<file path="src/rtl/swbr_pkg.sv">
package swbr_pkg;

  typedef enum logic [1:0] {
    ST_OK      = 2'd0,
    ST_TIMEOUT = 2'd1,
    ST_IDBAD   = 2'd2,
    ST_BUSERR  = 2'd3
  } bringStat_t;

  typedef enum logic [1:0] {
    SEL_TRAP   = 2'd0,
    SEL_CHIPID = 2'd1,
    SEL_PWRDN  = 2'd2
  } addrSel_t;

  // Strobes from control to datapath
  typedef struct packed {
    logic timerClr;
    logic longWait;
    logic pollClr;
    logic pollInc;
    logic rstLow;
    logic rstHigh;
  } seqStrobe_t;

endpackage

</file>
<file path="src/rtl/swbr_datapath.sv">
module swbr_datapath
  import swbr_pkg::*;
#(
  parameter int          CLKS_PER_US   = 100,
  parameter int          RST_WAIT_US   = 120000,
  parameter int          POLL_GAP_US   = 20,
  parameter int          POLL_LIMIT_US = 200000,
  parameter logic [31:0] TRAP_ADDR     = 32'h1000_009C,
  parameter logic [31:0] CHIPID_ADDR   = 32'h1000_5000,
  parameter logic [31:0] PWRDN_ADDR    = 32'h1028_C840
) (
  input  logic        clk,
  input  logic        rstN,
  input  seqStrobe_t  stb,
  input  addrSel_t    addrSel,
  output logic        waitDone,
  output logic        lastPoll,
  output logic [31:0] busAddr,
  output logic [31:0] busWdata,
  output logic        devResetN
);

  localparam int T_MAX     = (RST_WAIT_US > POLL_GAP_US) ? RST_WAIT_US : POLL_GAP_US;
  localparam int US_W      = $clog2(T_MAX + 1);
  localparam int MAX_POLLS = (POLL_LIMIT_US / POLL_GAP_US) < 1 ? 1 : (POLL_LIMIT_US / POLL_GAP_US);
  localparam int POLL_W    = $clog2(MAX_POLLS + 1);

  logic            usTick;
  logic [US_W-1:0] usCnt;
  logic [US_W-1:0] waitTarget;
  logic [POLL_W-1:0] pollCnt;

  // Microsecond prescaler; none needed at one clock per tick
  generate
    if (CLKS_PER_US > 1) begin : g_pre
      localparam int PRE_W = $clog2(CLKS_PER_US);
      logic [PRE_W-1:0] preCnt;
      always_ff @(posedge clk) begin
        if (!rstN || stb.timerClr) preCnt <= '0;
        else if (preCnt == PRE_W'(CLKS_PER_US - 1)) preCnt <= '0;
        else preCnt <= preCnt + 1'b1;
      end
      assign usTick = (preCnt == PRE_W'(CLKS_PER_US - 1));
    end else begin : g_nopre
      assign usTick = 1'b1;
    end
  endgenerate

  assign waitTarget = stb.longWait ? US_W'(RST_WAIT_US) : US_W'(POLL_GAP_US);
  assign waitDone   = (usCnt == waitTarget);

  always_ff @(posedge clk) begin
    if (!rstN || stb.timerClr) usCnt <= '0;
    else if (usTick && !waitDone) usCnt <= usCnt + 1'b1;
  end

  // Readiness poll counter
  always_ff @(posedge clk) begin
    if (!rstN || stb.pollClr) pollCnt <= '0;
    else if (stb.pollInc) pollCnt <= pollCnt + 1'b1;
  end
  assign lastPoll = (pollCnt == POLL_W'(MAX_POLLS - 1));

  // Device reset line, released by default
  always_ff @(posedge clk) begin
    if (!rstN) devResetN <= 1'b1;
    else if (stb.rstLow) devResetN <= 1'b0;
    else if (stb.rstHigh) devResetN <= 1'b1;
  end

  always_comb begin
    unique case (addrSel)
      SEL_CHIPID: busAddr = CHIPID_ADDR;
      SEL_PWRDN:  busAddr = PWRDN_ADDR;
      default:    busAddr = TRAP_ADDR;
    endcase
  end
  assign busWdata = '0;

  // never counts past the last permitted readiness read
  a_r5_poll_bound: assert property (@(posedge clk) disable iff (!rstN)
    pollCnt < POLL_W'(MAX_POLLS));

  // reset line changes only on a control strobe
  a_r2_reset_edges: assert property (@(posedge clk) disable iff (!rstN)
    !stb.rstLow && !stb.rstHigh |=> $stable(devResetN));

endmodule

</file>
<file path="src/rtl/swbr_ctrl.sv">
module swbr_ctrl
  import swbr_pkg::*;
#(
  parameter logic [31:0] ID_VALUE = 32'h0000_8855
) (
  input  logic        clk,
  input  logic        rstN,
  input  logic        start,
  input  logic        resetCtrlEn,
  input  logic        busDone,
  input  logic        busErr,
  input  logic [31:0] busRdata,
  input  logic        waitDone,
  input  logic        lastPoll,
  output seqStrobe_t  stb,
  output addrSel_t    addrSel,
  output logic        busReq,
  output logic        busWrite,
  output logic        busy,
  output logic        done,
  output bringStat_t  status
);

  typedef enum logic [2:0] {
    S_IDLE, S_WAIT_PRE, S_WAIT_LOW, S_POLL_RD, S_POLL_GAP, S_ID_RD, S_PWR_WR
  } state_t;

  state_t     state, nxt;
  logic       finish;
  bringStat_t finStat;

  always_comb begin
    nxt      = state;
    stb      = '0;
    busReq   = 1'b0;
    busWrite = 1'b0;
    addrSel  = SEL_TRAP;
    finish   = 1'b0;
    finStat  = ST_OK;
    stb.longWait = (state == S_WAIT_PRE) || (state == S_WAIT_LOW);
    unique case (state)
      S_IDLE: if (start) begin
        stb.timerClr = 1'b1;
        nxt = resetCtrlEn ? S_WAIT_PRE : S_ID_RD;
      end
      S_WAIT_PRE: if (waitDone) begin
        stb.rstLow   = 1'b1;
        stb.timerClr = 1'b1;
        nxt = S_WAIT_LOW;
      end
      S_WAIT_LOW: if (waitDone) begin
        stb.rstHigh = 1'b1;
        stb.pollClr = 1'b1;
        nxt = S_POLL_RD;
      end
      S_POLL_RD: begin
        busReq = 1'b1;
        if (busErr) begin
          finish = 1'b1; finStat = ST_BUSERR;
        end else if (busDone) begin
          if (busRdata != '0) nxt = S_ID_RD;
          else if (lastPoll) begin
            finish = 1'b1; finStat = ST_TIMEOUT;
          end else begin
            stb.pollInc  = 1'b1;
            stb.timerClr = 1'b1;
            nxt = S_POLL_GAP;
          end
        end
      end
      S_POLL_GAP: if (waitDone) nxt = S_POLL_RD;
      S_ID_RD: begin
        busReq  = 1'b1;
        addrSel = SEL_CHIPID;
        if (busErr) begin
          finish = 1'b1; finStat = ST_BUSERR;
        end else if (busDone) begin
          if (busRdata == ID_VALUE) nxt = S_PWR_WR;
          else begin
            finish = 1'b1; finStat = ST_IDBAD;
          end
        end
      end
      S_PWR_WR: begin
        busReq   = 1'b1;
        busWrite = 1'b1;
        addrSel  = SEL_PWRDN;
        if (busErr) begin
          finish = 1'b1; finStat = ST_BUSERR;
        end else if (busDone) begin
          finish = 1'b1; finStat = ST_OK;
        end
      end
      default: nxt = S_IDLE;
    endcase
    if (finish) nxt = S_IDLE;
  end

  always_ff @(posedge clk) begin
    if (!rstN) begin
      state  <= S_IDLE;
      done   <= 1'b0;
      status <= ST_OK;
    end else begin
      state <= nxt;
      if (state == S_IDLE && start) done <= 1'b0;
      else if (finish) begin
        done   <= 1'b1;
        status <= finStat;
      end
    end
  end

  assign busy = (state != S_IDLE);

  // a pending access keeps its target and direction
  a_r9_hold_request: assert property (@(posedge clk) disable iff (!rstN)
    busReq && !busDone && !busErr |=> busReq && $stable(addrSel) && $stable(busWrite));

  // an error answer ends the sequence in the next clock
  a_r8_err_stops: assert property (@(posedge clk) disable iff (!rstN)
    busReq && busErr |=> !busReq && done && status == ST_BUSERR);

  // a wrong identity finishes with a mismatch
  a_r6_id_mismatch: assert property (@(posedge clk) disable iff (!rstN)
    busReq && busDone && !busErr && addrSel == SEL_CHIPID && busRdata != ID_VALUE
    |=> done && status == ST_IDBAD && !busReq);

  // a finished sequence issues no access
  a_r10_done_quiet: assert property (@(posedge clk) disable iff (!rstN)
    done |-> !busReq);

endmodule

</file>
<file path="src/rtl/switch_bringup_seq.sv">
module switch_bringup_seq
  import swbr_pkg::*;
#(
  parameter int          CLKS_PER_US   = 100,
  parameter int          RST_WAIT_US   = 120000,
  parameter int          POLL_GAP_US   = 20,
  parameter int          POLL_LIMIT_US = 200000,
  parameter logic [31:0] TRAP_ADDR     = 32'h1000_009C,
  parameter logic [31:0] CHIPID_ADDR   = 32'h1000_5000,
  parameter logic [31:0] PWRDN_ADDR    = 32'h1028_C840,
  parameter logic [31:0] ID_VALUE      = 32'h0000_8855
) (
  input  logic        clk,
  input  logic        rstN,
  input  logic        start,
  input  logic        resetCtrlEn,
  output logic        devResetN,
  output logic        busReq,
  output logic        busWrite,
  output logic [31:0] busAddr,
  output logic [31:0] busWdata,
  input  logic [31:0] busRdata,
  input  logic        busDone,
  input  logic        busErr,
  output logic        busy,
  output logic        done,
  output logic [1:0]  status
);

  seqStrobe_t stb;
  addrSel_t   addrSel;
  bringStat_t statQ;
  logic       waitDone;
  logic       lastPoll;

  swbr_ctrl #(.ID_VALUE(ID_VALUE)) u_ctrl (
    .clk(clk), .rstN(rstN), .start(start), .resetCtrlEn(resetCtrlEn),
    .busDone(busDone), .busErr(busErr), .busRdata(busRdata),
    .waitDone(waitDone), .lastPoll(lastPoll), .stb(stb), .addrSel(addrSel),
    .busReq(busReq), .busWrite(busWrite), .busy(busy), .done(done), .status(statQ)
  );

  swbr_datapath #(
    .CLKS_PER_US(CLKS_PER_US), .RST_WAIT_US(RST_WAIT_US), .POLL_GAP_US(POLL_GAP_US),
    .POLL_LIMIT_US(POLL_LIMIT_US), .TRAP_ADDR(TRAP_ADDR), .CHIPID_ADDR(CHIPID_ADDR),
    .PWRDN_ADDR(PWRDN_ADDR)
  ) u_dp (
    .clk(clk), .rstN(rstN), .stb(stb), .addrSel(addrSel), .waitDone(waitDone),
    .lastPoll(lastPoll), .busAddr(busAddr), .busWdata(busWdata), .devResetN(devResetN)
  );

  assign status = statQ;

  // the device is held in reset only inside a running sequence
  a_r2_reset_in_run: assert property (@(posedge clk) disable iff (!rstN)
    !devResetN |-> busy);

endmodule

</file>
<file path="config.mk">
export PLATFORM = sky130hd
export DESIGN_NAME = switch_bringup_seq
export DESIGN_NICKNAME = d
export VERILOG_FILES = /design/src/rtl/swbr_pkg.sv /design/src/rtl/swbr_datapath.sv /design/src/rtl/swbr_ctrl.sv /design/src/rtl/switch_bringup_seq.sv
export SDC_FILE = /design/constraint.sdc
export NUM_CORES = 1
export LEC_CHECK = 0
export BUFFER_PORTS_ARGS = -buffer_cell sky130_fd_sc_hd__buf_2
export CORE_UTILIZATION = 28
export CTS_CLUSTER_DIAMETER = 150
export DETAILED_ROUTE_END_ITERATION = 10
export GPL_ROUTABILITY_DRIVEN = 0
export SYNTH_ARGS = -nofsm -noshare
export SYNTH_HDL_FRONTEND = slang
export SYNTH_SLANG_ARGS = --single-unit
</file>
<file path="constraint.sdc">
create_clock -name clk -period 2.7 [get_ports clk]
set_input_delay 0.27 -clock clk [delete_from_list [all_inputs] [get_ports clk]]
set_output_delay 0.27 -clock clk [all_outputs]
set_load 0.01 [all_outputs]
</file>
# Yosys cells after proc, flatten, opt, wreduce, memory -nomap -nowiden
# Index checks and enable logic that the tools add are counted.
# Widths: inputs -> output; s select.
# word_totals
regBits	45
input_bits	38
output_inout_bits	71
# classes
add_sub_neg	3
n_eq_ne	21
muxes	48
n_bitwise	3
n_reduce_logical	18
# ops
op	n
$pmux 22 s2	1
$mux 3	11
$eq 32x16->1 const B	1
$reduce_bool 32->1	1
$mux 1	23
$pmux 3 s6	1
$add 17x1->17 const B	1
$eq 17x17->1	1
$mux 17	1
$add 14x1->14 const B	1
$eq 14x14->1 const B	1
$mux 2	7
$ne 2x2->1 const B	5
$reduce_and 10->1	1
$eq 3x3->1 const B	3
$reduce_or 2->1	4
$add 7x1->7 const B	1
$eq 7x7->1 const B	1
$eq 3x2->1 const B	2
$ne 2x1->1 const B	3
$pmux 1 s3	2
$pmux 2 s3	1
$pmux 2 s2	1
$eq 3x1->1 const B	1
other kinds (12)	18

# Logic depth before layout (Yosys ltp)
# logic_depth
word_depth	8
depth_mapped	9
ltp_nobuf	8

# By module
# From an unflattened synthesis, not the netlist that was laid out.
# unflattened
cells_unflattened	367
hier_area_um2	3010.4
# modules_own_cells
mod	n_inst	cells_per_inst	area_per_inst_um2	seq_area_each_um2
swbr_datapath	1	276	2346.0	780.7
swbr_ctrl	1	91	664.4	120.1

# Worst setup path after synthesis
# OpenSTA, ideal clock, no wires.
# synth_timing
kind	flip-flop to flip-flop
start	register u_dp.usCnt[0]
end	register u_ctrl.state[0]
arrival_time_ns	2.349
path_slack_ns	0.235
stages_incl_launch_ff	9
path_cell_list	dfxtp_1 -> inv_1 -> ha_1 -> or4b_1 -> or4_1 -> o2bb2ai_4 -> a21boi_2 -> a2111o_1 -> and4_1
# synth_between
elab_chain_cells	3
# synth_lines
item	line	source
start, declared	swbr_datapath.sv:29	logic [US_W-1:0] usCnt;
start signal, assigned	swbr_datapath.sv:54	else if (usTick && !waitDone) usCnt <= usCnt + 1'b1;
$eq 17x17->1 (*)	swbr_datapath.sv:50	assign waitDone = (usCnt == waitTarget);
$ne 2x1->1 (no source line)	--	
$reduce_and 10->1 (no source line) (*)	--	
end signal, assigned	swbr_ctrl.sv:105	state <= nxt;
end, declared	swbr_ctrl.sv:28	state_t state, nxt;
# Mark *: on every way between the ends. The rest lies on a longest branch, timed or not.
# A chain may end at the register's enable or synchronous reset.

# Final worst setup path
# Ends and elaborated chain as after synthesis.

==> flow_summary.yaml <==
layout:
  antennaDiodeCount: 0
  fin_util_pct: 31.6
  final_cell_area_sq_um: 3440
  drive_above_1_share_pct: 17.2
  n_fill_cell: 1161
  nets: 486
  area_growth_pct: 9.66
timing:
  slew_headroom_pct: 57.4
  tightest_slew_ns: 0.637
  skew_ns: 0.00955
  timing.fmax_mhz: 390
  final.setup.tns_ns: 0
  hold_violations: 0
  drv_slew: 0
  setup_viol: 0
  fin_crit_ns: 2.56
  fin_crit_sh_pct: 94.9
  rsz0062_at_grt: "no"
clock_tree:
  clock_path_buffers: 2
  cts_tree: "yes"
  path_clk_slew_ns: 0.09
  cts-buffers-inserted: 5
  cts.sinks: 45
  htreeDepth: 2
  cts.repair.resized: 0
  clk_latency_ns: 0.30
  hold_buffers: 0
  post_cts_buffers: 0
  clockRootBuffer: "clkbuf_8"
floorplanning:
  initial_utilization_pct: 28.8
  dieArea_sq_um: 11600
  io_pins: 109
  core_sq_um: 10900
  die_w_um: 108
  rows: 38
  die-height_um: 108
logic_synthesis:
  synth_area_sq_um: 3130
  ys_warn_count: 0
  yosys-top-cells-area: "dfxtp_1 (29%), buf_4 (15%), xnor2_1 (5.9%)"
  synth_flop_cell: "dfxtp_1"
  synth_commonest_cells: "buf_4 (62), dfxtp_1 (45), nor2_1 (31)"
  ys_ff_latch: 45
  synthArstFlopShare_pct: 0
  synth_edf_count: 0
  synth_top_area_share_pct: 28.8
  postSynthCellCount: 396
  synthDistinctLibCells: 47
  yosysMostFrequentCell: "buf_4"
  yosys.area.top_type: "dfxtp_1"
  syn_avg_cell_area_sq_um: 7.91
  yosysSeqAreaShare_pct: 28.8
drt:
  vias: 2765
  met1_length_mm: 3.00
  vias_per_cell: 4.76
  wl_mm: 6.62
  top_layer_used: "met4"
  drt_iter0_markers: 66
  drc: 0
  wire_per_inst_um: 11.4
  first_pass_iters: 4
  drtAntennaViolNets: 0
  dr_wl_met2_mm: 3.26
  dr_wl_met3_um: 278
placed_design:
  hpwl_mm: 4.99
  placed_area_sq_um: 3320
  port_buffers: 55
global_routing:
  grt_max_degree: 25
  grt_pass1_vias: 2477
  grtUsageTotal_pct: 11.8
  grt_antenna_before_repair: 0
  grt_pass1_wl_mm: 11.3
  overflow: 0
worst_setup_path:
  start_kind: "flip-flop"
  cp.arrival_ns: 2.75
  cp-startpoint: "u_dp.usCnt[0]"
  r2r_slack_ns: 0.14
  r2r-end: "u_ctrl.state[0]"
  cp-end-kind: "flip-flop"
  worst_ep_required_time_ns: 2.89
  reg2reg_depth: 8
  critPathMaxFanout: 5
  r2r-start: "u_dp.usCnt[0]"
  path_class: "flip-flop to flip-flop"
min_path:
  min_from: "rstN"
  hp-class: "input pin to flip-flop"
  hold_end: "u_ctrl.done"
  min_path_cells: 2
power_and_ir_drop:
  power_uw: 1810
  irDropWorstVdd_mv: 0.239
  power_density_nw_per_um2: 526
  p_leak_uw: 0.00137
run_status:
  outcome: "completed"
flow_run:
  drv_cap: 0
==> routing by layer <==
layer,vias to the layer above,GRT usage [%]
li1,1378,-
met1,1285,15.1
met2,93,19.8
met3,9,2.12
met4,0,4.01
met5,-,0
==> worst max-delay path by stage <==
stage | end | slack (ns)
CTS | u_ctrl.state[2] | 0.07
detailed placement | u_ctrl.state[2] | 0.10
finish | u_ctrl.state[0] | 0.14
floorplan | u_ctrl.state[0] | 0.24
global route | u_ctrl.state[0] | 0.03
global placement | u_ctrl.state[2] | 0.17
==> per-stage QoR <==
step	worst slack (ns)	hold slack, ns	cells
4_1_cts	0.0734	0.315	581
3_5_place_dp	0.104	0.449	574
3_3_place_gp	0.171	0.433	574
6_report	0.137	0.320	581
5_1_grt	0.0340	0.328	581
2_1_floorplan	0.235	0.422	447
==> cell families after synthesis <==
family	share of synthesized area, %
AND/OR/NAND/NOR	30.6
adder cells (fa/ha/maj)	2.80
XOR/XNOR	7.55
AO/OA/AOI/OAI	10.9
other	0.240
flip-flops	28.8
buffers and inverters	18.3
multiplexers	0.959
==> placed cells by master, fill, tap and decap left out, types with 2 or more instances in the layout <==
cell	netlist	layout
buf_2	4	55
conb_1	2	53
dfxtp_1	45	45
nor2_1	31	31
nand2_1	27	27
xnor2_1	21	21
nand3_1	20	20
nor4_1	19	19
o21ai_0	15	15
nor3_1	15	15
a21oi_1	14	14
inv_1	13	13
nand4_1	13	13
or3_1	12	12
ha_1	7	7
xor2_1	6	6
buf_4	62	6
or4_1	6	5
and3_1	5	5
clkbuf_8	0	5
nor2b_1	4	4
nor4b_1	4	4
and4_1	4	4
nand3b_1	3	3
and2_1	3	3
mux2i_1	3	3
a21o_1	3	3
o211a_1	3	3
nor4bb_1	2	2
a21boi_0	2	2
a22o_1	2	2
==> layout make-up <==
cell class | instances | area, sq um | share of cell area [%]
tap | 140 | 175 | 5.10
inverter | 13 | 48.8 | 1.42
sequential | 45 | 901 | 26.2
clock inverter | 2 | 35.0 | 1.02
clock buffer | 5 | 68.8 | 2.00
multi-input combinational | 313 | 1860 | 54.0
timing repair buffer | 63 | 352 | 10.2
==> sequential cells by signal, indices dropped and copies added, names as in the netlist <==
name               cells
u_dp.usCnt            17
u_ctrl.done            1
u_dp.g_pre.preCnt      7
u_ctrl.state           3
u_dp.pollCnt          14
u_dp.devResetN         1
u_ctrl.status          2
==> report_power, final <==
| part | leakage (uW) | internal [uW] | total (uW) | switching (uW) |
|---|---|---|---|---|
| registers | 0.000363 | 696 | 753 | 56.9 |
| logic | 0.000956 | 229 | 554 | 326 |
| clock network | 0.0000540 | 269 | 500 | 231 |
==> critical path, stage by stage, from the launching register on <==
cell and delay (ns):
dfxtp_1 0.35, inv_1 0.07, ha_1 0.13, or4b_1 0.46, or4_4 0.57, o2bb2ai_4 0.20
a21boi_2 0.09, a2111o_1 0.40, and4_1 0.19
(Power assumes the default switching activity.)
